### src/rtl/stereo_mpx_pkg.sv
package stereo_mpx_pkg;

  typedef logic signed [8:0] sub_t;
  typedef logic signed [7:0] pil_t;

  localparam int PH_W = 4;

  function automatic sub_t sub_sine(input logic [2:0] idx);
    case (idx)
      3'd0:    return 9'sd0;
      3'd1:    return 9'sd91;
      3'd2:    return 9'sd128;
      3'd3:    return 9'sd91;
      3'd4:    return 9'sd0;
      3'd5:    return -9'sd91;
      3'd6:    return -9'sd128;
      default: return -9'sd91;
    endcase
  endfunction

  function automatic sub_t sub_square(input logic [2:0] idx);
    return idx[2] ? -9'sd128 : 9'sd128;
  endfunction

  function automatic pil_t pilot_val(input logic [3:0] idx);
    pil_t mag;
    case (idx[2:0])
      3'd0:    mag = 8'sd0;
      3'd1:    mag = 8'sd7;
      3'd2:    mag = 8'sd13;
      3'd3:    mag = 8'sd18;
      3'd4:    mag = 8'sd19;
      3'd5:    mag = 8'sd18;
      3'd6:    mag = 8'sd13;
      default: mag = 8'sd7;
    endcase
    return idx[3] ? -mag : mag;
  endfunction

endpackage

### src/rtl/stereo_mpx_phase.sv
module stereo_mpx_phase
  import stereo_mpx_pkg::*;
#(
  parameter bit SQUARE_SUB = 1'b0
) (
  input  logic clk,
  input  logic rst_n,
  input  logic tick,
  output sub_t sub_w,
  output pil_t pil_w
);
  logic [PH_W-1:0] phase_q;

  always_ff @(posedge clk) begin
    if (!rst_n)    phase_q <= '0;
    else if (tick) phase_q <= phase_q + 1'b1;
  end

  generate
    if (SQUARE_SUB) begin : g_square
      assign sub_w = sub_square(phase_q[2:0]);
    end else begin : g_sine
      assign sub_w = sub_sine(phase_q[2:0]);
    end
  endgenerate

  assign pil_w = pilot_val(phase_q);
endmodule

### src/rtl/stereo_mpx_mix.sv
module stereo_mpx_mix
  import stereo_mpx_pkg::*;
#(
  parameter int AW       = 16,
  parameter int AUD_GAIN = 109
) (
  input  logic signed [AW-1:0] left_s,
  input  logic signed [AW-1:0] right_s,
  input  logic                 mono,
  input  logic                 mute,
  input  sub_t                 sub_w,
  input  pil_t                 pil_w,
  output logic [7:0]           code
);
  localparam int SH = AW - 7;
  localparam logic signed [27:0] GAIN = 28'(AUD_GAIN);

  logic signed [AW:0]  sum_w, dif_w, sum_sh, dif_sh;
  logic signed [7:0]   mid8, side8;
  logic signed [19:0]  mid_x, side_x, sub_x, acc;
  logic signed [27:0]  scaled;
  logic signed [15:0]  aud, pil, total;

  always_comb begin
    sum_w  = {left_s[AW-1], left_s} + {right_s[AW-1], right_s};
    dif_w  = {left_s[AW-1], left_s} - {right_s[AW-1], right_s};
    sum_sh = sum_w >>> SH;
    dif_sh = dif_w >>> SH;
    mid8   = sum_sh[7:0];
    side8  = mono ? 8'sd0 : dif_sh[7:0];
    mid_x  = 20'(mid8);
    side_x = 20'(side8);
    sub_x  = 20'(sub_w);
    acc    = (mid_x <<< 7) + side_x * sub_x;
    scaled = (28'(acc) * GAIN) >>> 14;
    aud    = mute ? 16'sd0 : scaled[15:0];
    pil    = mono ? 16'sd0 : 16'(pil_w);
    total  = 16'sd128 + aud + pil;
    if (total < 16'sd0)        code = 8'h00;
    else if (total > 16'sd255) code = 8'hFF;
    else                       code = total[7:0];
  end
endmodule

### src/rtl/stereo_mpx.sv
module stereo_mpx
  import stereo_mpx_pkg::*;
#(
  parameter int AW         = 16,
  parameter int AUD_GAIN   = 109,
  parameter bit SQUARE_SUB = 1'b0
) (
  input  logic          clk,
  input  logic          rst_n,
  input  logic          tick,
  input  logic [AW-1:0] left_s,
  input  logic [AW-1:0] right_s,
  input  logic          mono,
  input  logic          mute,
  input  logic          comp_ready,
  output logic          comp_valid,
  output logic [7:0]    comp_code
);
  sub_t       sub_w;
  pil_t       pil_w;
  logic [7:0] code_w;

  stereo_mpx_phase #(.SQUARE_SUB(SQUARE_SUB)) u_phase (
    .clk(clk), .rst_n(rst_n), .tick(tick), .sub_w(sub_w), .pil_w(pil_w)
  );

  stereo_mpx_mix #(.AW(AW), .AUD_GAIN(AUD_GAIN)) u_mix (
    .left_s($signed(left_s)), .right_s($signed(right_s)),
    .mono(mono), .mute(mute), .sub_w(sub_w), .pil_w(pil_w), .code(code_w)
  );

  always_ff @(posedge clk) begin
    if (!rst_n) begin
      comp_code  <= 8'h80;
      comp_valid <= 1'b0;
    end else if (tick) begin
      comp_code  <= code_w;
      comp_valid <= 1'b1;
    end else if (comp_valid && comp_ready) begin
      comp_valid <= 1'b0;
    end
  end
endmodule

### config.mk
export PLATFORM = sky130hd
export DESIGN_NAME = stereo_mpx
export DESIGN_NICKNAME = d
export VERILOG_FILES = /design/src/rtl/stereo_mpx_pkg.sv /design/src/rtl/stereo_mpx_phase.sv /design/src/rtl/stereo_mpx_mix.sv /design/src/rtl/stereo_mpx.sv
export SDC_FILE = /design/constraint.sdc
export NUM_CORES = 1
export LEC_CHECK = 0
export BUFFER_PORTS_ARGS = -buffer_cell sky130_fd_sc_hd__buf_2
export CORE_MARGIN = 10
export CORE_UTILIZATION = 65
export DETAILED_ROUTE_END_ITERATION = 10
export HOLD_SLACK_MARGIN = 0.02
export PLACE_DENSITY = 0.84
export SYNTH_ARGS = -nofsm -noshare
export SYNTH_HDL_FRONTEND = slang
export SYNTH_SLANG_ARGS = --single-unit
### constraint.sdc
create_clock -name clk -period 16.5 [get_ports clk]
set_input_delay 3.3 -clock clk [delete_from_list [all_inputs] [get_ports clk]]
set_output_delay 3.3 -clock clk [all_outputs]
set_load 0.02 [all_outputs]
### Word-level counts from Yosys, hierarchy flattened

Cells that the tools add are included.

* output and inout bits: 9
* bits in read-only memories: 0
* register bits after elaboration: 13
* latch bits: 0
* input bits: 38
* bits in writable memories: 0
* logic and storage cells: 37
* memories: 0

* equal/unequal tests: 6
* div/mod/pow operators: 0
* bitwise logic cells: 0
* shifts and indexed selects: 0
* $lt $le $gt $ge: 2
* mux-type cells: 10
* reductions and logical operators: 7
* $add $sub $neg: 7
* multiply operators: 2

Operator list (count)
* one-hot mux 9 bit (4 select lines): 1
* two-way mux 16 bit: 2
* two-way mux 8 bit: 4
* multiplier 20 x 8 -> 28 bit (second input constant): 1
* one-hot mux 5 bit (4 select lines): 1
* adder 15 x 17 -> 18 bit: 1
* adder 16 x 16 -> 17 bit: 1
* multiplier 8 x 9 -> 17 bit: 1
* subtractor 16 x 16 -> 17 bit: 1
* adder 16 bit: 1
* adder 9 x 16 -> 16 bit (first input constant): 1
* > comparator 16 x 9 -> 1 bit (second input constant): 1
* less-than comparator 16 x 1 -> 1 bit (second input constant): 1
* == test 3 bit (second input constant): 3
* negation 5 -> 8 bit: 1
* OR reduction 2 bit: 4
* == test 3 x 2 -> 1 bit (second input constant): 2
* adder 4 x 1 -> 4 bit (second input constant): 1
* == test 3 x 1 -> 1 bit (second input constant): 1
* logical NOT 3 bit: 1
* two-way mux 1 bit: 2
* nonzero test 2 bit: 1
* logical AND 1 bit: 1

### Logic depth before layout (Yosys ltp)

Gate-level depths: netlist of the first run.

* depth after elaboration: 12
* gate-level depth with buffers: 60
* mapped depth without buffers: 58

### By module

Synthesis of the first run repeated with hierarchy kept, for this count alone.

* cells, all modules: 962
* area, all modules: 8479.4 um2

Modules (own cells, without submodules)
* stereo_mpx_mix: cells an instance 873, seq. area each 0.0 um2, instances 1, area each 7659.8 um2
* stereo_mpx_phase: cells an instance 61, seq. area each 80.1 um2, instances 1, area each 486.7 um2
* stereo_mpx: cells an instance 28, seq. area each 180.2 um2, instances 1, area each 332.8 um2

### Least setup slack after synthesis of the first run

OpenSTA, ideal clock, no wires.

* path kind: input port to flip-flop
* from: input right_s[3]
* to: register comp_code[0]
* path slack: 1080 ps
* buffers on the path: 2
* required time: 16342 ps
* data arrival time: 15262 ps
* cell stages on the path: 57
* setup time: 158 ps
* path through: inv_1 ha_1 o21ai_0 a21oi_2 a21oi_1 o41ai_1 a21o_1 a21oi_1 a21oi_1 or2_2 clkbuf_1 inv_1 nand2_1 fa_1 fa_1 inv_1 fa_1 fa_1 (+21 left out) clkbuf_1 a21o_1 a21o_1 a21oi_1 o21ai_0 a21oi_1 a21boi_4 o21a_1 nor3_1 ha_1 ha_1 and3_1 nand2_1 a21oi_1 o21ai_1 a21o_1 o311ai_1 a31oi_1

* longest elaborated chain between the ends: 11

RTL lines
* start, declared: line stereo_mpx.sv:12 `input logic [AW-1:0] right_s,`
* subtractor 16 x 16 -> 17 bit: line stereo_mpx_mix.sv:26 `dif_w = {left_s[AW-1], left_s} - {right_s[AW-1], right_s};`
* two-way mux 8 bit: line stereo_mpx_mix.sv:30 `side8 = mono ? 8'sd0 : dif_sh[7:0];`
* multiplier 8 x 9 -> 17 bit: line stereo_mpx_mix.sv:34 `acc = (mid_x <<< 7) + side_x * sub_x;`
* adder 15 x 17 -> 18 bit *: line stereo_mpx_mix.sv:34
* multiplier 20 x 8 -> 28 bit *: line stereo_mpx_mix.sv:35 `scaled = (28'(acc) * GAIN) >>> 14;`
* two-way mux 16 bit *: line stereo_mpx_mix.sv:36 `aud = mute ? 16'sd0 : scaled[15:0];`
* adder 9 x 16 -> 16 bit *: line stereo_mpx_mix.sv:38 `total = 16'sd128 + aud + pil;`
* adder 16 bit *: line stereo_mpx_mix.sv:38
* > comparator 16 x 9 -> 1 bit: line stereo_mpx_mix.sv:40 `else if (total > 16'sd255) code = 8'hFF;`
* two-way mux 8 bit: line stereo_mpx_mix.sv:40
* two-way mux 8 bit *: line stereo_mpx_mix.sv:39 `if (total < 16'sd0) code = 8'h00;`
* end signal, assigned: line stereo_mpx.sv:37 `comp_code <= code_w;`
* end, declared: line stereo_mpx.sv:17 `output logic [7:0] comp_code`

Every way passes the cells marked *; elsewhere a longest branch is shown, timed or not.
A chain may end at the register's enable or synchronous reset.

### Worst setup path in the final report of the first run

* from: input right_s[8]
* to: register comp_code[2]

Same word-level chain as after synthesis.

==> impl_metrics.json, run 1 <==
{
  "worstPathArrival_ns": 15.79,
  "cts_tree": "built",
  "avgRoutedWirePerCell_um": 14.1,
  "grt_overflow": 0,
  "clkLatencyLatePin_ns": 0.24,
  "async_flop_share_pct": 0,
  "final-hold-violation-count": 0,
  "fillCellCount": 1013,
  "status": "completed",
  "synth_cell_type_count": 59,
  "synth_area_sq_mm": 0.00845,
  "htreeDepth": 1,
  "ys_seq_area_share_pct": 3.08,
  "routed_via_density": 5.47,
  "wl_met2_um": 9210,
  "synth_mux_area_share_pct": 0.666,
  "holdPathStages": 2,
  "synth_compound_area_share_pct": 13.1,
  "ff_latch_area_sq_um": 260,
  "synth_fa_ha_area_share_pct": 53.7,
  "firstDrtPassIters": 4,
  "finalMaxSlewViolations": 0,
  "drc": 0,
  "grt_pass1_wl_um": 29800,
  "netlist_instances": 1000,
  "start_util_pct": 66.7,
  "critPathRequiredTime_ns": 16.61,
  "pin_count": 47,
  "finalCritPeriodShare_pct": 95.0,
  "drt_iter0_markers": 239,
  "synth-simple-area-share_pct": 12.6,
  "endpoint_kind": "register",
  "synth-main-ff-cell": "dfxtp_1",
  "relSlewSlack_pct": 43.7,
  "worstPathMaxFanout": 8,
  "skew_ns": 0.00238,
  "syn-num-nets": 1329,
  "die_w_um": 134,
  "synth_xor_xnor_area_share_pct": 5.58,
  "drive_gt1_share_pct": 8.04,
  "path_clk_slew_ns": 0.05,
  "cts_num_sinks": 13,
  "clockBufferDepth": 2,
  "synth_warnings": 0,
  "via_count": 6591,
  "multiInputGateArea_sq_mm": 0.00729,
  "grt_pass1_vias": 7070,
  "setup_viol": 0,
  "clockRootBuffer": "clkbuf_16",
  "crit_type": "in2reg",
  "die_y_um": 134,
  "dieArea_sq_mm": 0.0180,
  "cts_buffers": 3,
  "met1_length_um": 6900,
  "avgSynthCellArea_sq_um": 8.45,
  "antenna_found_initial": 0,
  "min_period_ns": 15.68,
  "max_cap_viol_count": 0,
  "fin_cells": 1204,
  "nNetsFinal": 1362,
  "io_buffer_count": 46,
  "gp_congestion": 0.876,
  "start_kind": "input pin",
  "area_delta_synth_final_pct": 5.98,
  "critPathMaxStageDelay_ns": 0.54,
  "place_ws_ns": 0.160,
  "reg2regPathDepth": 44,
  "tightest_slew_ns": 0.837,
  "dp_hpwl_um": 15400,
  "routed.top_layer": "met4",
  "track_usage_pct": 19.2,
  "cts_hold_buf": 0,
  "synth_top_family_by_area": "adder cells",
  "ys_ff_latch": 13,
  "finalWirelength_um": 17000,
  "grt_max_degree": 29,
  "num_rows": 41,
  "slowest_stage": "fa_1",
  "holdCritPathClass": "reg2reg",
  "core_sq_mm": 0.0127,
  "setup_slack_ns": 0.818,
  "wl_met3_um": 651,
  "antenna-diode-count": 0,
  "synth_edf_count": 0,
  "fmax_mhz": 63.8,
  "antenna_left": 0,
  "dp_cells": 1200
}
## metrics by stage
stage                     setup TNS [ns]  instance area (sq um)  hold slack (ns)  util, %
final                                  0                   8960            0.590     70.7
after global placement                 0                   8840            0.560     69.7
after CTS                              0                   8910            0.606     70.4
after floorplan                        0                   8450            0.539        -
after detailed placement               0                   8840            0.591     69.7
after global routing             -0.0152                   8960            0.649     70.7
## registers in the layout, summed over array words and instances, names as in the netlist
| name | count |
|---|---|
| u_phase.phase_q | 4 |
| comp_valid | 1 |
| comp_code | 8 |
## Yosys cell counts (2+ instances only)
cell / number / area, sq um
inv_1: 233 / 875
ha_1: 171 / 2140
fa_1: 120 / 2400
nor2_1: 75 / 282
a21oi_1: 51 / 255
xnor2_1: 38 / 333
o21ai_0: 35 / 175
nand2_1: 33 / 124
nor3_1: 23 / 115
nor2b_1: 20 / 125
a21o_1: 19 / 143
clkbuf_1: 16 / 60.1
nand2b_1: 16 / 100
xor2_1: 14 / 123
dfxtp_1: 13 / 260
o21a_1: 12 / 90.1
a31oi_1: 11 / 68.8
a211oi_1: 10 / 75.1
nand4_1: 9 / 56.3
nor4_1: 8 / 50.1
and2_1: 7 / 43.8
nand3_1: 5 / 25.0
o21bai_1: 5 / 37.5
or2_2: 5 / 31.3
or3_1: 4 / 25.0
a21oi_2: 3 / 26.3
buf_1: 3 / 11.3
mux2i_1: 3 / 30.0
nor3b_1: 3 / 22.5
o21ai_1: 3 / 15.0
a21boi_4: 2 / 37.5
and3_1: 2 / 12.5
o211ai_1: 2 / 15.0
## worst paths after layout
kind	startpoint	end	slack (ns)
worst max-delay path	right_s[8]	comp_code[2]	0.82
worst min-delay path	comp_valid	comp_valid	0.59
worst min register to register	comp_valid	comp_valid	0.59
worst max register to register	u_phase.phase_q[0]	comp_code[2]	4.01
## kinds of logic after synthesis
| logic type | count (synthesis) |
|---|---|
| flops | 13 |
| xor+xnor | 53 |
| compound gates | 169 |
| mux | 5 |
| simple gates | 216 |
| buf+inv | 253 |
| fa+ha+maj | 291 |
## repair_timing
item | 4_1_cts | 5_1_grt
gates resized for setup | 0 | 11
setup endpoints to repair | 0 | 8
setup buffers | 0 | 0
## area by class of cell
cell class,instances,share of cell area [%]
Clock buffer,4,0.880
Inverter,233,9.76
Multi-Input combinational cell,734,81.3
Sequential cell,13,2.90
Tap cell,172,2.40
Timing Repair Buffer,48,2.74
## per-layer routing
metal,GRT usage [%],vias to the layer above
li1,-,3286
met5,0,-
met1,21.3,3144
met2,38.2,134
met3,1.90,27
met4,4.05,0
## layout by cell type (no fill, tap or decap), drive strengths merged, types with 2 or more instances in the layout
cell	n
ha	171
or2	5
fa	120
or3b	2
buf	48
o311ai	2
nor3	23
o21a	12
o21bai	5
or3	4
xor2	14
a21boi	2
and3	3
a21o	20
a2111oi	2
nand4	9
nand2b	16
nor4	8
nor3b	3
dfxtp	13
xnor2	39
nor2b	20
nand3	5
inv	233
a31oi	11
a21oi	54
o211ai	3
o21ai	39
mux2i	3
clkbuf	4
nand2	33
and2	7
nor2	75
mux2	2
a211oi	11
## worst max-delay path, delay by kind of cell
family / cells / cell delay, ns
fa+ha+maj: 14 / 6.20
xor+xnor: 2 / 0.29
simple gates: 7 / 1.34
compound gates: 20 / 3.95
buf+inv: 10 / 0.68
Power of run 1 is left out: the tool's default activity adds up to more than one toggle a clock period on the data nets, which glitch-free logic cannot reach.
==> run 2: changes to the inputs <==
ABC_AREA = 1   (was default)
==> impl_metrics.json, run 2 <==
{
  "firstDrtPassIters": 6,
  "slowest_stage": "fa_1",
  "grt_pass1_wl_um": 33300,
  "drc": 0,
  "finalWirelength_um": 18900,
  "critPathMaxStageDelay_ns": 0.55,
  "path_clk_slew_ns": 0.04,
  "synth_warnings": 0,
  "reg2reg_to": "comp_code[0]",
  "core_sq_mm": 0.0132,
  "status": "completed",
  "grt_overflow": 0,
  "dp_hpwl_um": 17100,
  "crit_type": "in2reg",
  "tightest_slew_ns": 0.584,
  "grt_pass1_vias": 7508,
  "num_rows": 42,
  "avgSynthCellArea_sq_um": 7.55,
  "synth.top_cell.area_share_pct": 27.4,
  "worstPathArrival_ns": 15.48,
  "synth_xor_xnor_area_share_pct": 3.70,
  "cts_setup_buffers": 0,
  "holdCritPathClass": "reg2reg",
  "htreeDepth": 1,
  "netlist_instances": 1159,
  "cts_resized": 0,
  "max_cap_viol_count": 0,
  "most-common-layout-cells": "inv_1 (316), ha_1 (171), nand2_1 (156)",
  "worst-r2r-setup-slack_ns": 4.29,
  "synth-simple-area-share_pct": 16.6,
  "async_flop_share_pct": 0,
  "routed_via_density": 5.39,
  "syn-num-nets": 1488,
  "critPathRequiredTime_ns": 16.61,
  "largest_reg_flops": 8,
  "synth_most_common_cell": "inv_1",
  "via_count": 7420,
  "synth-main-ff-cell": "dfxtp_1",
  "synth.largest_area_cell": "fa_1",
  "antenna_found_initial": 0,
  "cp-startpoint": "left_s[4]",
  "top_register": "comp_code",
  "dieArea_sq_mm": 0.0185,
  "grt_max_degree": 17,
  "antenna-diode-count": 0,
  "reg_top3": "comp_code (8), u_phase.phase_q (4), comp_valid (1)",
  "ys_ff_latch": 13,
  "clkLatencyLatePin_ns": 0.24,
  "crit_path_end": "comp_code[0]",
  "setup_viol": 0,
  "mostFrequentLayoutCell": "inv_1",
  "synth_top_family_by_area": "adder cells",
  "skew_ns": 0.00292,
  "synth_fa_ha_area_share_pct": 51.9,
  "start_util_pct": 66.1,
  "yosys-top-cells-count": "inv_1 (316), ha_1 (171), nand2_1 (156)",
  "cts_num_sinks": 13,
  "finalCritPeriodShare_pct": 93.2,
  "nNetsFinal": 1531,
  "ys_seq_area_share_pct": 2.97,
  "avgRoutedWirePerCell_um": 13.7,
  "utilization_pct": 69.7,
  "synth_area_sq_mm": 0.00875,
  "synth_compound_area_share_pct": 10.6,
  "timing.rr.start": "u_phase.phase_q[0]",
  "track_usage_pct": 21.1,
  "worstPathMaxFanout": 6,
  "synth_cell_type_count": 47,
  "gp_congestion": 0.967,
  "pin_count": 47,
  "io_buffer_count": 46,
  "synth_area_leaders": "fa_1 (27%), ha_1 (24%), inv_1 (14%)",
  "area_delta_synth_final_pct": 5.53,
  "drt_iter0_markers": 479,
  "rsz0062_at_grt": "no",
  "crit_top_cell": "nand2_1",
  "synth_mux_area_share_pct": 0,
  "die_y_um": 136,
  "reg2regPathDepth": 50,
  "drive_gt1_share_pct": 7.33,
  "die_w_um": 136,
  "clockRootBuffer": "clkbuf_16",
  "final-hold-violation-count": 0,
  "min_period_ns": 15.37,
  "cts_tree": "built",
  "cts_hold_buf": 0,
  "synth_edf_count": 0,
  "relSlewSlack_pct": 60.0,
  "antenna_left": 0,
  "fmax_mhz": 65.1,
  "clockBufferDepth": 2,
  "start_kind": "input pin",
  "totalNegativeSetupSlack_ns": 0,
  "endpoint_kind": "register",
  "finalMaxSlewViolations": 0,
  "cts_buffers": 3
}
[run 2: cell types whose count changed after synthesis, sizes merged, moves of 12 or more]
cell | previous run | this run
nand2b | 16 | 0
clkbuf | 16 | 4
xor2 | 14 | 28
xnor2 | 39 | 9
nand2 | 33 | 167
inv | 233 | 320
a21oi | 54 | 91
a21o | 20 | 5
nor2b | 20 | 0
nand3 | 5 | 39
[run 2: final cells by class]
class / count / area (sq um)
Sequential cell: 13 / 260
Tap cell: 176 / 220
Inverter: 321 / 1200
Timing Repair Buffer: 46 / 230
Multi-Input combinational cell: 817 / 7240
Clock buffer: 4 / 78.8
Fill cell: 1148 / 4010
[run 2: cells by family after synthesis]
family | after synthesis
XOR/XNOR | 37
buffers and inverters | 329
adder cells (fa/ha/maj) | 291
flip-flops | 13
AND/OR/NAND/NOR | 329
AO/OA/AOI/OAI | 160
[run 2: worst min-delay path by stage]
stage / startpoint / end / slack [ns] / cells past startpoint
3_3_place_gp: comp_valid / comp_valid / 0.45 / 2
3_5_place_dp: comp_valid / comp_valid / 0.45 / 2
5_1_grt: comp_valid / comp_valid / 0.47 / 2
2_1_floorplan: u_phase.phase_q[1] / u_phase.phase_q[1] / 0.53 / 2
6_report: comp_code[5] / comp_code[5] / 0.46 / 2
4_1_cts: comp_valid / comp_valid / 0.46 / 2
[run 2: stage by stage]
step | hold slack, ns | setup WS [ns] | std cells | area [sq um]
5_1_grt | 0.472 | 0.130 | 1377 | 9240
6_report | 0.457 | 1.13 | 1377 | 9240
3_3_place_gp | 0.447 | 1.28 | 1373 | 9160
4_1_cts | 0.459 | 1.23 | 1377 | 9240
2_1_floorplan | 0.525 | 2.25 | 1159 | 8750
3_5_place_dp | 0.451 | 0.996 | 1373 | 9160
[run 2: worst max-delay path, delay by kind of cell]
kind,cells,cell delay [ns]
buffers and inverters,9,0.64
XOR/XNOR,1,0.18
AO/OA/AOI/OAI,14,2.69
adder cells (fa/ha/maj),14,6.29
AND/OR/NAND/NOR,25,2.34
[run 2: metal layers]
metal  vias up  part of all wire (%)  global-route usage [%]
met5         -                     0                       0
met4         0                   1.3                    2.90
met3        23                   4.9                    2.14
met2       214                    51                    38.4
met1      3490                    43                    27.0
li1       3693                     -                       -
Power of run 2 is left out for the same reason.
